`src/rtl/sysdiv_pkg.sv`:
```
package sysdiv_pkg;

    localparam int CODE_W = 3;
    localparam int CNT_W  = 5;

    typedef logic [CNT_W-1:0] cnt_t;

    typedef struct packed {
        logic              sel;
        logic [CODE_W-1:0] code;
    } cfg_t;

    localparam cfg_t CFG_RESET = '{sel: 1'b1, code: 3'b010};

    // Output period length in source edges (two edges per source cycle)
    function automatic cnt_t period_edges(input logic [CODE_W-1:0] code);
        cnt_t n;
        case (code)
            3'b000:  n = cnt_t'(2);
            3'b001:  n = cnt_t'(3);
            3'b010:  n = cnt_t'(4);
            3'b011:  n = cnt_t'(6);
            3'b100:  n = cnt_t'(8);
            3'b101:  n = cnt_t'(12);
            3'b110:  n = cnt_t'(16);
            default: n = cnt_t'(24);
        endcase
        return n;
    endfunction

endpackage

```
`src/rtl/sysdiv_src_sel.sv`:
```
module sysdiv_src_sel (
    input  logic sel_i,
    input  logic mclk_edge_i,
    input  logic pll_edge_i,
    output logic edge_o
);
    always_comb begin
        edge_o = sel_i ? pll_edge_i : mclk_edge_i;
    end
endmodule

```
`src/rtl/sysdiv_ratio.sv`:
```
module sysdiv_ratio
    import sysdiv_pkg::*;
#(
    parameter int CW = CODE_W,
    parameter int NW = CNT_W
) (
    input  logic [CW-1:0] code_i,
    output logic [NW-1:0] period_o,
    output logic [NW-1:0] low_len_o
);
    always_comb begin
        period_o  = NW'(period_edges(code_i));
        // low phase takes the larger half when the period is odd
        low_len_o = period_o - (period_o >> 1);
    end
endmodule

```
`src/rtl/sysdiv_period_ctr.sv`:
```
module sysdiv_period_ctr
    import sysdiv_pkg::*;
#(
    parameter int NW = CNT_W
) (
    input  logic          clk_i,
    input  logic          rst_ni,
    input  logic          edge_i,
    input  cfg_t          cfg_in_i,
    input  logic [NW-1:0] period_i,
    input  logic [NW-1:0] low_len_i,
    output cfg_t          cfg_o,
    output logic          clk_o,
    output logic          tick_o
);
    typedef struct packed {
        logic [NW-1:0] cnt;
        cfg_t          cfg;
        logic          lvl;
        logic          tick;
    } st_t;

    st_t st_d, st_q;
    logic last_edge;

    always_comb begin
        st_d      = st_q;
        st_d.tick = 1'b0;
        last_edge = (st_q.cnt == NW'(period_i - 1'b1));
        if (edge_i) begin
            if (last_edge) begin
                st_d.cnt  = '0;
                st_d.cfg  = cfg_in_i;
                st_d.tick = 1'b1;
            end else begin
                st_d.cnt = st_q.cnt + 1'b1;
            end
        end
        st_d.lvl = (st_d.cnt >= low_len_i);
    end

    always_ff @(posedge clk_i or negedge rst_ni) begin
        if (!rst_ni) begin
            st_q <= '{cnt: '0, cfg: CFG_RESET, lvl: 1'b0, tick: 1'b0};
        end else begin
            st_q <= st_d;
        end
    end

    assign cfg_o  = st_q.cfg;
    assign clk_o  = st_q.lvl;
    assign tick_o = st_q.tick;

    p_lvl_on_edge_r9: assert property (@(posedge clk_i) disable iff (!rst_ni)
        !edge_i |=> $stable(clk_o))
        else $error("R9: output level moved without a selected edge");

    p_cfg_at_boundary_r7: assert property (@(posedge clk_i) disable iff (!rst_ni)
        (cfg_o != $past(cfg_o)) |-> tick_o)
        else $error("R7: configuration changed away from a period boundary");

    p_start_low_r6: assert property (@(posedge clk_i) disable iff (!rst_ni)
        tick_o |-> !clk_o)
        else $error("R6: period did not start low");

    p_cnt_in_period_r4: assert property (@(posedge clk_i) disable iff (!rst_ni)
        st_q.cnt < period_i)
        else $error("R4: counter beyond active period");

    p_tick_single_r8: assert property (@(posedge clk_i) disable iff (!rst_ni)
        tick_o |=> !tick_o)
        else $error("R8: period pulse longer than one cycle");
endmodule

```
`src/rtl/sysclk_divider.sv`:
```
module sysclk_divider
    import sysdiv_pkg::*;
#(
    parameter int NW = CNT_W
) (
    input  logic              clk_i,
    input  logic              rst_ni,
    input  logic              mclk_edge_i,
    input  logic              pll_edge_i,
    input  logic              src_sel_i,
    input  logic [CODE_W-1:0] div_code_i,
    output logic              sys_clk_o,
    output logic              sys_tick_o
);
    cfg_t          cfg_act;
    cfg_t          cfg_new;
    logic          sel_edge;
    logic [NW-1:0] period_len;
    logic [NW-1:0] low_len;

    assign cfg_new = '{sel: src_sel_i, code: div_code_i};

    sysdiv_src_sel u_src (
        .sel_i       (cfg_act.sel),
        .mclk_edge_i (mclk_edge_i),
        .pll_edge_i  (pll_edge_i),
        .edge_o      (sel_edge)
    );

    sysdiv_ratio #(.CW(CODE_W), .NW(NW)) u_ratio (
        .code_i    (cfg_act.code),
        .period_o  (period_len),
        .low_len_o (low_len)
    );

    sysdiv_period_ctr #(.NW(NW)) u_ctr (
        .clk_i     (clk_i),
        .rst_ni    (rst_ni),
        .edge_i    (sel_edge),
        .cfg_in_i  (cfg_new),
        .period_i  (period_len),
        .low_len_i (low_len),
        .cfg_o     (cfg_act),
        .clk_o     (sys_clk_o),
        .tick_o    (sys_tick_o)
    );

    p_reset_low_r1: assert property (@(posedge clk_i) disable iff (!rst_ni)
        $rose(rst_ni) |-> (!sys_clk_o && !sys_tick_o))
        else $error("R1: outputs not low after reset");
endmodule

```
`config.mk`:
```
export PLATFORM = sky130hd
export DESIGN_NAME = sysclk_divider
export DESIGN_NICKNAME = d
export VERILOG_FILES = /design/src/rtl/sysdiv_pkg.sv /design/src/rtl/sysdiv_src_sel.sv /design/src/rtl/sysdiv_ratio.sv /design/src/rtl/sysdiv_period_ctr.sv /design/src/rtl/sysclk_divider.sv
export SDC_FILE = /design/constraint.sdc
export NUM_CORES = 1
export LEC_CHECK = 0
export BUFFER_PORTS_ARGS = -buffer_cell sky130_fd_sc_hd__buf_2
export CORE_ASPECT_RATIO = 1.25
export CORE_MARGIN = 4
export CORE_UTILIZATION = 50
export CTS_CLUSTER_SIZE = 24
export DETAILED_ROUTE_END_ITERATION = 6
export HOLD_SLACK_MARGIN = 0.02
export MAX_ROUTING_LAYER = met4
export PLACE_DENSITY = 0.74
export SLEW_MARGIN = 40
export SYNTH_ARGS = -nofsm -noshare
export SYNTH_HDL_FRONTEND = slang
export SYNTH_SLANG_ARGS = --single-unit
export TNS_END_PERCENT = 50
```
`constraint.sdc`:
```
create_clock -name clk_i -period 3.11 [get_ports clk_i]
set_clock_uncertainty 0.1 [all_clocks]
set_input_delay 0.1555 -clock clk_i [delete_from_list [all_inputs] [get_ports clk_i]]
set_output_delay 0.1555 -clock clk_i [all_outputs]
set_load 0.005 [all_outputs]
```
==> flow_summary_export.csv, run 1 <==
group,metric,value,unit
status,outcome,"completed",
yosys,syn_inst,91,
setup_path,cp_cell_sequence,"nor2b_4, or2b_1, ha_4, xor2_2, nand3_1, or3_4, nand2_2, ha_1, nand2b_1, a21o_1, a21o_1, a21o_1, a21o_1",
global_route,grt_pass1_vias,699,
placement,pre_cts_ws,-0.0403,ns
setup_path,crit_path_start_kind,"flop",
timing,setup_viol,0,
timing,fin_hold_ws,0.00989,ns
yosys,synth_cell_type_count,30,
detailed_routing,drt-total-wl,1.97,mm
cts,cts.sinks,11,
pwr,p_leak,0.586,nW
setup_path,cp_max_fo,3,
pwr,vdd_drop_max,0.000616,V
yosys,synth_commonest_cells,"12 x ha_1, 9 x dfrtp_1, 7 x nand2_1, 7 x xnor2_1, 6 x inv_1",
yosys,synth_seq_cells,11,
finish,syn_to_final_growth,28.2,%
cts,clkTransAtPathRegs,0.07,ns
placement,placed_cell_area,1020,um2
setup_path,max_stage_delay,0.41,ns
detailed_routing,via_per_inst,5.32,
yosys,synth.most_common_cell,"ha_1",
finish,stdcell_count,136,
detailed_routing,drt-pass1-iter-count,4,
finish,fin_nets,138,
yosys,async_flop_share,100,%
timing,hold_viol_final,0,
setup_path,cp_common_cell,"a21o_1",
floorplanning,fp.dieH,55.8,um
yosys,synth_top_area_cell,"dfrtp_1",
floorplanning,start_util,52.4,%
timing,min_period_over_period,97.6,%
global_route,grt.total_usage,16.2,%
cts,clock_path_buffers,2,
cts,cts_tree,"yes",
yosys,syn_nets,111,
detailed_routing,drcViolationCount,0,
setup_path,crit_type,"reg2reg",
timing,max_freq,330,MHz
timing,fin_ws,0.0753,ns
yosys,synth_ff_type,"dfrtp_1",
timing,drv_slew,0,
detailed_routing,detail_route.wl_per_cell,14.5,um
finish,design_area,1170,um2
yosys,avgSynthCellArea,10.0,um2
global_route,grt_start_max_net_pins,12,
setup_path,worstPathArrival,3.10,ns
pwr,p_per_area,1310,nW/um2
setup_path,cpMaxStageDelayCell,"or3_4",
floorplanning,core_area,1740,um2
cts,clock-root-buffer,"clkbuf_4",
placement,dp_hpwl,1.34,mm
setup_path,r2r_slack,0.08,ns
yosys,synth_warnings,0,
placement,finalWeightedCongestion,0.865,
detailed_routing,ant_nets,0,
placement,placed_cells,123,
cts,htreeDepth,1,
cts,clk-insertion-delay-late,0.28,ns
global_route,overflow,0,
flow_run,cap_violations,0,
cts,cts_buffers,3,
detailed_routing,drt_iter0_markers,7,
yosys,yosys-top-cells-area,"dfrtp_1 25%, ha_1 16%, xnor2_1 6.7%, mux2_4 6.6%, dfstp_2 5.8%",
timing,period_minus_slack,3.03,ns
floorplanning,io_pins,10,
floorplanning,rows,17,
timing,slew_headroom,79.9,%
worst_hold_path,hp-class,"in2reg",
floorplanning,dieArea,2580,um2
yosys,synthDominantCellAreaShare,24.7,%
detailed_routing,num_vias,724,
finish,diodes,0,
global_route,grt_first_pass_wirelength,3.06,mm
finish,final_layout_size_suffix_gt1_share,37.6,%
timing,tightest_slew,0.301,ns
placement,portBuffers,9,
yosys,netlist_area,913,um2
setup_path,cp-end-kind,"flop",
global_route,antenna_found_initial,0,
yosys,ys_seq_area_share,30.4,%
floorplanning,die-width,46.2,um
setup_path,cp.required,3.18,ns
yosys,synth_edf_count,0,
sequential cells by signal (all words and copies together) (netlist names):
signal	flops
u_ctr.clk_o	1
u_ctr.st_q	5
u_ctr.cfg_o	4
u_ctr.tick_o	1
cell type report:
class | count | area [um2]
fillers | 127 | 573
inverters | 7 | 31.3
flip-flops and latches | 11 | 278
well taps | 19 | 23.8
repair buffers | 25 | 179
multi-input cells | 70 | 633
clock buffers | 4 | 26.3
critical path: cells and delay by family (launching register included):
| family | cells | cell delay [ns] |
|---|---|---|
| AOI/OAI and AO/OA | 4 | 0.63 |
| DFF | 1 | 0.39 |
| xor gates and xnor gates | 1 | 0.14 |
| adders and majority gates | 2 | 0.51 |
| and+or+nand+nor | 6 | 1.16 |
worst paths after layout:
kind / endpoint / start / cells after the start
min in group asynchronous: u_ctr.st_q[7]$_DFF_PN0_ / rst_ni / 2
hold reg to reg: u_ctr.st_q[10]$_DFF_PN0_ / u_ctr.st_q[10]$_DFF_PN0_ / 2
max in group asynchronous: u_ctr.cfg_o[3]$_DFFE_PN1P_ / rst_ni / 2
setup / recovery: u_ctr.clk_o$_DFF_PN0_ / u_ctr.cfg_o[0]$_DFFE_PN0P_ / 13
hold / removal: u_ctr.cfg_o[3]$_DFFE_PN1P_ / src_sel_i / 2
setup reg to reg: u_ctr.clk_o$_DFF_PN0_ / u_ctr.cfg_o[0]$_DFFE_PN0P_ / 13
per-layer routing:
layer	track usage (%)	vias up	routed length [um]
met3	1.94	8	52
met4	6.10	0	82
met2	27.8	16	1030
met1	18.1	344	800
met5	-	-	0
li1	-	356	-
stage by stage:
step	total power (W)	TNS (ns)	util, %
after floorplan	0.00105	0	-
after global placement	0.00121	0	58.3
after detailed placement	0.00127	-0.0403	58.3
after CTS	0.00141	0	62.3
after global routing	0.00171	-0.0230	67.1
final	0.00154	0	67.1
logic make-up after synthesis:
family	after synthesis	synth area share (%)
DFF	11	30.4
adders and majority gates	12	16.4
AOI/OAI and AO/OA	13	9.86
buffers and inverters	10	5.34
xor gates and xnor gates	12	11.5
muxes	7	10.0
and+or+nand+nor	26	16.4
what timing repair did:
item | in CTS | in global routing
hold endpoints to repair | 12 | 2
setup endpoints to repair | 1 | 1
pin swaps | 1 | 8
hold buffers | 2 | 2
setup buffers | 1 | 4
cloned | 0 | 0
resized for setup | 4 | 8
placed cells by master, fill, tap and decap left out, types with 2 or more instances in the layout:
master and count:
nand4_1 2, nand2_1 6, buf_2 9, xnor2_1 7, mux2_4 4, nor2_1 5
mux2i_1 2, dfrtp_1 9, a21o_1 4, clkbuf_4 3, nand2b_1 3, dlygate4sd3_1 4
dfstp_2 2, o21ai_0 2, buf_4 11, inv_1 5, ha_1 11, xor2_1 4
report_power, final:
part,total [W],internal [W],switching (W)
clock network,0.0000999,0.0000498,0.0000500
logic,0.00112,0.000615,0.000510
registers,0.000315,0.000223,0.0000922
No activity file was read; power rests on OpenSTA's default activity.
==> run 2: changes to the inputs <==
Settings changed: ABC_AREA from default to 1, CELL_PAD_IN_SITES_DETAIL_PLACEMENT from default to 0, CELL_PAD_IN_SITES_GLOBAL_PLACEMENT from default to 1, CORE_MARGIN 4 to 3, CORE_UTILIZATION 50 to 37, PLACE_DENSITY 0.74 to 0.75.
==> flow_summary_export.csv, run 2 <==
group,metric,value,unit
placement,finalWeightedCongestion,0.819,
finish,ff_latch_area,279,um2
yosys,synth_adder_area_share,15.0,%
yosys,synth_warnings,0,
setup_path,r2r_slack,0.27,ns
global_route,overflow,0,
yosys,avgSynthCellArea,7.08,um2
placement,portBuffers,9,
setup_path,timing.rr.end,"u_ctr.clk_o$_DFF_PN0_",
yosys,synth.area.mux_share,0,%
yosys,ys_seq_area_share,27.8,%
timing,period_minus_slack,2.84,ns
detailed_routing,detail_route.wl_per_cell,10.2,um
cts,clock_path_buffers,2,
flow_run,cap_violations,0,
yosys,netlist_area,998,um2
finish,fin_nets,178,
timing,fin_setup_tns,0,ns
setup_path,crit_buf_inv,2,
setup_path,crit_path_start_kind,"flop",
floorplanning,rows,20,
setup_path,crit_type,"reg2reg",
finish,top_register,"u_ctr.st_q",
detailed_routing,ant_nets,0,
detailed_routing,via_per_inst,4.42,
setup_path,cp_max_fo,7,
finish,diodes,0,
finish,multi_input_area,614,um2
yosys,synth.most_common_cell,"nand2_1",
detailed_routing,drt-pass1-iter-count,4,
yosys,synthSimpleGateAreaFrac,37.6,%
floorplanning,dieArea,3360,um2
worst_hold_path,min_from,"div_code_i[2]",
setup_path,cpMaxStageDelayCell,"dfstp_2",
timing,slew_headroom,80.2,%
floorplanning,io_pins,10,
floorplanning,start_util,39.9,%
global_route,grt_start_max_net_pins,12,
cts,clock-root-buffer,"clkbuf_4",
timing,drv_slew,0,
yosys,synth_compound_area_share,5.01,%
finish,final_layout_size_suffix_gt1_share,21.0,%
global_route,grt.total_usage,13.9,%
yosys,synth_ff_type,"dfrtp_1",
floorplanning,core_area,2500,um2
yosys,syn_inst,141,
setup_path,ff2ff_path_depth,16,
timing,hold_viol_final,0,
cts,cts_tree,"yes",
setup_path,cp_cell_sequence,"inv_1, o21ai_2, nand2_1, ha_1, nand2_1, nand2_1, nand2_1, nand2_1, nor2_4, nand2_4, inv_6, nor2_2, ha_1, a21oi_1, o21a_1, o311ai_0",
yosys,synth_commonest_cells,"49 x nand2_1, 19 x inv_1, 14 x nand3_1, 12 x ha_1, 9 x dfrtp_1",
yosys,synth_cell_type_count,24,
timing,setup_viol,0,
setup_path,r2r-start,"u_ctr.cfg_o[1]$_DFFE_PN1P_",
finish,fillers,271,
yosys,synth_top_family_by_area,"simple AND/OR/NAND/NOR gates",
yosys,yosys-top-cells-area,"dfrtp_1 23%, nand2_1 18%, ha_1 15%, inv_1 7.1%, nand3_1 7.0%",
detailed_routing,drt_iter0_markers,23,
cts,cts_setup_buffers,0,
worst_hold_path,hold_depth,3,
placement,dp_hpwl,1.62,mm
timing,rsz0062_at_grt,"false",
cts,cts_buffers,3,
setup_path,cpLargestDelayFamily,"simple AND/OR/NAND/NOR gates",
setup_path,cp-end-kind,"flop",
finish,syn_to_final_growth,14.4,%
finish,largest_register_ffs,5,
detailed_routing,drt-total-wl,1.95,mm
detailed_routing,num_vias,840,
finish,layout_commonest_cell,"nand2_1",
yosys,synth_seq_cells,11,
setup_path,cp.required,3.13,ns
worst_hold_path,min_to,"u_ctr.cfg_o[2]$_DFFE_PN0P_",
status,outcome,"completed",
yosys,async_flop_share,100,%
global_route,grt_pass1_vias,787,
timing,min_period_over_period,91.3,%
cts,clkTransAtPathRegs,0.07,ns
finish,mostFrequentLayoutCells,"49 x nand2_1, 19 x inv_1, 14 x nand3_1, 12 x ha_1, 9 x buf_2",
yosys,synth_xor_area_share,3.51,%
detailed_routing,drcViolationCount,0,
yosys,synth_top_area_cell,"dfrtp_1",
cts,htreeDepth,1,
global_route,grt_first_pass_wirelength,3.42,mm
global_route,antenna_found_initial,0,
floorplanning,fp.dieH,64.1,um
setup_path,cp_common_cell,"nand2_1",
timing,tightest_slew,0.293,ns
worst_hold_path,hp-class,"in2reg",
timing,fin_hold_ws,0.0239,ns
yosys,synth_edf_count,0,
setup_path,worstPathArrival,2.86,ns
cts,clk-insertion-delay-late,0.27,ns
yosys,syn_nets,161,
cts,cts.sinks,11,
setup_path,max_stage_delay,0.60,ns
timing,max_freq,352,MHz
floorplanning,die-width,52.5,um
yosys,synthDominantCellAreaShare,22.6,%
==> run 2: area by class of cell <==
type	instances	share of cell area, %
clock buffers	4	2.30
inverters	25	8.65
multi-input cells	104	53.8
flip-flops and latches	11	24.4
well taps	33	3.61
repair buffers	13	7.23
==> run 2: stage by stage <==
step | instance area [um2] | setup WS [ns] | util [%] | std cells
2_1_floorplan | 998 | 0.497 | - | 141
3_3_place_gp | 1080 | 0.134 | 43.2 | 183
3_5_place_dp | 1080 | 0.0810 | 43.2 | 183
4_1_cts | 1140 | 0.0648 | 45.5 | 190
5_1_grt | 1140 | 0.0134 | 45.7 | 190
6_report | 1140 | 0.270 | 45.7 | 190
==> run 2: worst max path at each step <==
stage	startpoint	endpoint	depth (start not counted)	slack (ns)
after floorplan	u_ctr.cfg_o[1]$_DFFE_PN1P_	u_ctr.clk_o$_DFF_PN0_	16	0.50
after global placement	u_ctr.cfg_o[1]$_DFFE_PN1P_	u_ctr.clk_o$_DFF_PN0_	16	0.13
after detailed placement	u_ctr.cfg_o[1]$_DFFE_PN1P_	u_ctr.clk_o$_DFF_PN0_	16	0.08
after CTS	u_ctr.cfg_o[1]$_DFFE_PN1P_	u_ctr.clk_o$_DFF_PN0_	16	0.06
after global routing	u_ctr.cfg_o[1]$_DFFE_PN1P_	u_ctr.clk_o$_DFF_PN0_	15	0.01
final	u_ctr.cfg_o[1]$_DFFE_PN1P_	u_ctr.clk_o$_DFF_PN0_	16	0.27
==> run 2: worst reg2reg max path, delay by kind of cell (launching register included) <==
kind	cells	cell delay, ns
AO/OA/AOI/OAI	4	0.57
AND/OR/NAND/NOR	8	0.72
adder cells (fa/ha/maj)	2	0.51
buffers and inverters	2	0.19
flip-flops	1	0.60
==> run 2: logic make-up (layout without fill, tap and decap cells) <==
group           after synthesis  in the layout
xor+xnor                      4              4
fa+ha+maj                    12             12
flops                        11             11
compound gates                8              8
simple gates                 80             80
buf+inv                      26             42
==> run 2: repair_timing <==
action	CTS	global route
endpoints found under the setup margin	0	1
hold buffers	3	0
hold endpoints to repair	13	0
gates resized for setup	0	3
==> run 2: per-layer routing <==
| layer | global-route usage (%) | part of all wire [%] | vias up |
|---|---|---|---|
| li1 | - | - | 473 |
| met1 | 17.5 | 49 | 355 |
| met2 | 22.7 | 48 | 8 |
| met3 | 0.699 | 1.2 | 4 |
| met4 | 6.07 | 1.6 | 0 |
| met5 | - | 0 | - |
Power of run 2 is not shown: default switching activity piles up to over one toggle a cycle in this logic, so the estimate is an artifact.
==> run 3: changes to the inputs <==
Settings changed: PLACE_DENSITY 0.75 to 0.79, SKIP_CTS_REPAIR_TIMING from default to 1.
==> flow_summary_export.csv, run 3 (synthesis gave the netlist of run 2 again) <==
group,metric,value,unit
floorplanning,rows,20,
finish,stdcell_count,191,
detailed_routing,num_vias,883,
timing,hold_viol_final,0,
finish,fin_nets,179,
placement,dp_hpwl,1.65,mm
global_route,grt_first_pass_wirelength,3.53,mm
global_route,grt.total_usage,14.2,%
flow_run,cap_violations,0,
cts,clkTransAtPathRegs,0.07,ns
global_route,grt_pass1_vias,853,
detailed_routing,drt-pass1-iter-count,4,
detailed_routing,drt_iter0_markers,27,
setup_path,cp.required,3.15,ns
finish,syn_to_final_growth,16.0,%
finish,largest_register_ffs,5,
floorplanning,start_util,39.9,%
cts,clk-insertion-delay-late,0.27,ns
finish,top_register,"u_ctr.st_q",
timing,min_period_over_period,92.0,%
setup_path,worstPathArrival,2.90,ns
floorplanning,die-width,52.5,um
floorplanning,core_area,2500,um2
timing,tightest_slew,0.263,ns
finish,diodes,0,
setup_path,r2r_slack,0.25,ns
cts,clock-root-buffer,"clkbuf_4",
timing,period_minus_slack,2.86,ns
setup_path,crit_path_start_kind,"flop",
finish,mostFrequentLayoutCells,"49 x nand2_1, 19 x inv_1, 14 x nand3_1, 11 x ha_1, 9 x buf_2",
timing,slew_headroom,82.4,%
cts,htreeDepth,1,
cts,cts.sinks,11,
finish,final_layout_size_suffix_gt1_share,21.5,%
timing,rsz0062_at_grt,"false",
floorplanning,io_pins,10,
setup_path,cp-end-kind,"flop",
floorplanning,fp.dieH,64.1,um
timing,setup_viol,0,
worst_hold_path,hp-class,"in2reg",
global_route,antenna_found_initial,0,
cts,cts_buffers,3,
placement,finalWeightedCongestion,0.867,
timing,fin_setup_tns,0,ns
detailed_routing,detail_route.wl_per_cell,10.4,um
finish,layout_commonest_cell,"nand2_1",
finish,fillers,263,
floorplanning,dieArea,3360,um2
timing,max_freq,350,MHz
detailed_routing,via_per_inst,4.62,
cts,clock_path_buffers,2,
global_route,grt_start_max_net_pins,12,
cts,cts_tree,"yes",
detailed_routing,drcViolationCount,0,
timing,drv_slew,0,
setup_path,crit_type,"reg2reg",
setup_path,cp_max_fo,7,
detailed_routing,ant_nets,0,
global_route,overflow,0,
placement,placed_cells,183,
status,outcome,"completed",
placement,portBuffers,9,
detailed_routing,drt-total-wl,1.99,mm
run 3: cell types whose count changed in the layout (fill, tap and decap cells not counted):
cell,delta
o21ai_0,+1
o21ai_2,-1
buf_4,+1
ha_1,-1
o311ai_0,-1
o311ai_1,+1
ha_4,+1
run 3: layout make-up:
type / count / area, um2 / share of cell area (%)
tap: 33 / 41.3 / 3.56
timing repair buffer: 14 / 90.1 / 7.78
inverter: 25 / 98.8 / 8.53
multi-input combinational: 104 / 623 / 53.8
sequential: 11 / 279 / 24.1
clock buffer: 4 / 26.3 / 2.27
run 3: final timing paths:
check	from	endpoint	depth (start not counted)
min	div_code_i[2]	u_ctr.cfg_o[2]$_DFFE_PN0P_	3
min reg2reg	u_ctr.cfg_o[3]$_DFFE_PN1P_	u_ctr.cfg_o[3]$_DFFE_PN1P_	2
max in group asynchronous	rst_ni	u_ctr.cfg_o[3]$_DFFE_PN1P_	2
max reg2reg	u_ctr.cfg_o[1]$_DFFE_PN1P_	u_ctr.clk_o$_DFF_PN0_	16
min in group asynchronous	rst_ni	u_ctr.st_q[9]$_DFF_PN0_	2
max	u_ctr.cfg_o[1]$_DFFE_PN1P_	u_ctr.clk_o$_DFF_PN0_	16
run 3: per-layer routing:
metal / routed length [um] / global-route usage [%] / vias up
met5: 0 / - / -
met4: 46 / 5.43 / 0
met3: 43 / 1.63 / 7
met2: 1020 / 25.3 / 17
met1: 884 / 15.6 / 384
li1: - / - / 475
run 3: metrics by stage:
stage                     cell area [um2]  hold slack (ns)  utilization, %  setup slack, ns
after detailed placement             1080          -0.0513            43.2            0.133
after global placement               1080          -0.0604            43.2            0.191
after global routing                 1160           0.0276            46.3          0.00745
after CTS                            1110           -0.347            44.3            0.100
final                                1160           0.0145            46.3            0.250
after floorplan                       998           -0.240               -            0.497
run 3: critical path: stages, from the launching register on:
cell      delay (ns)
dfstp_2         0.60
inv_1           0.08
o21ai_0         0.20
nand2_1         0.13
ha_1            0.20
nand2_1         0.06
nand2_1         0.08
nand2_1         0.08
nand2_1         0.08
nor2_4          0.16
nand2_4         0.11
inv_6           0.09
nor2_2          0.04
ha_1            0.33
a21oi_1         0.17
o21a_1          0.14
o311ai_1        0.08
Power of run 3 is left out for the same reason.
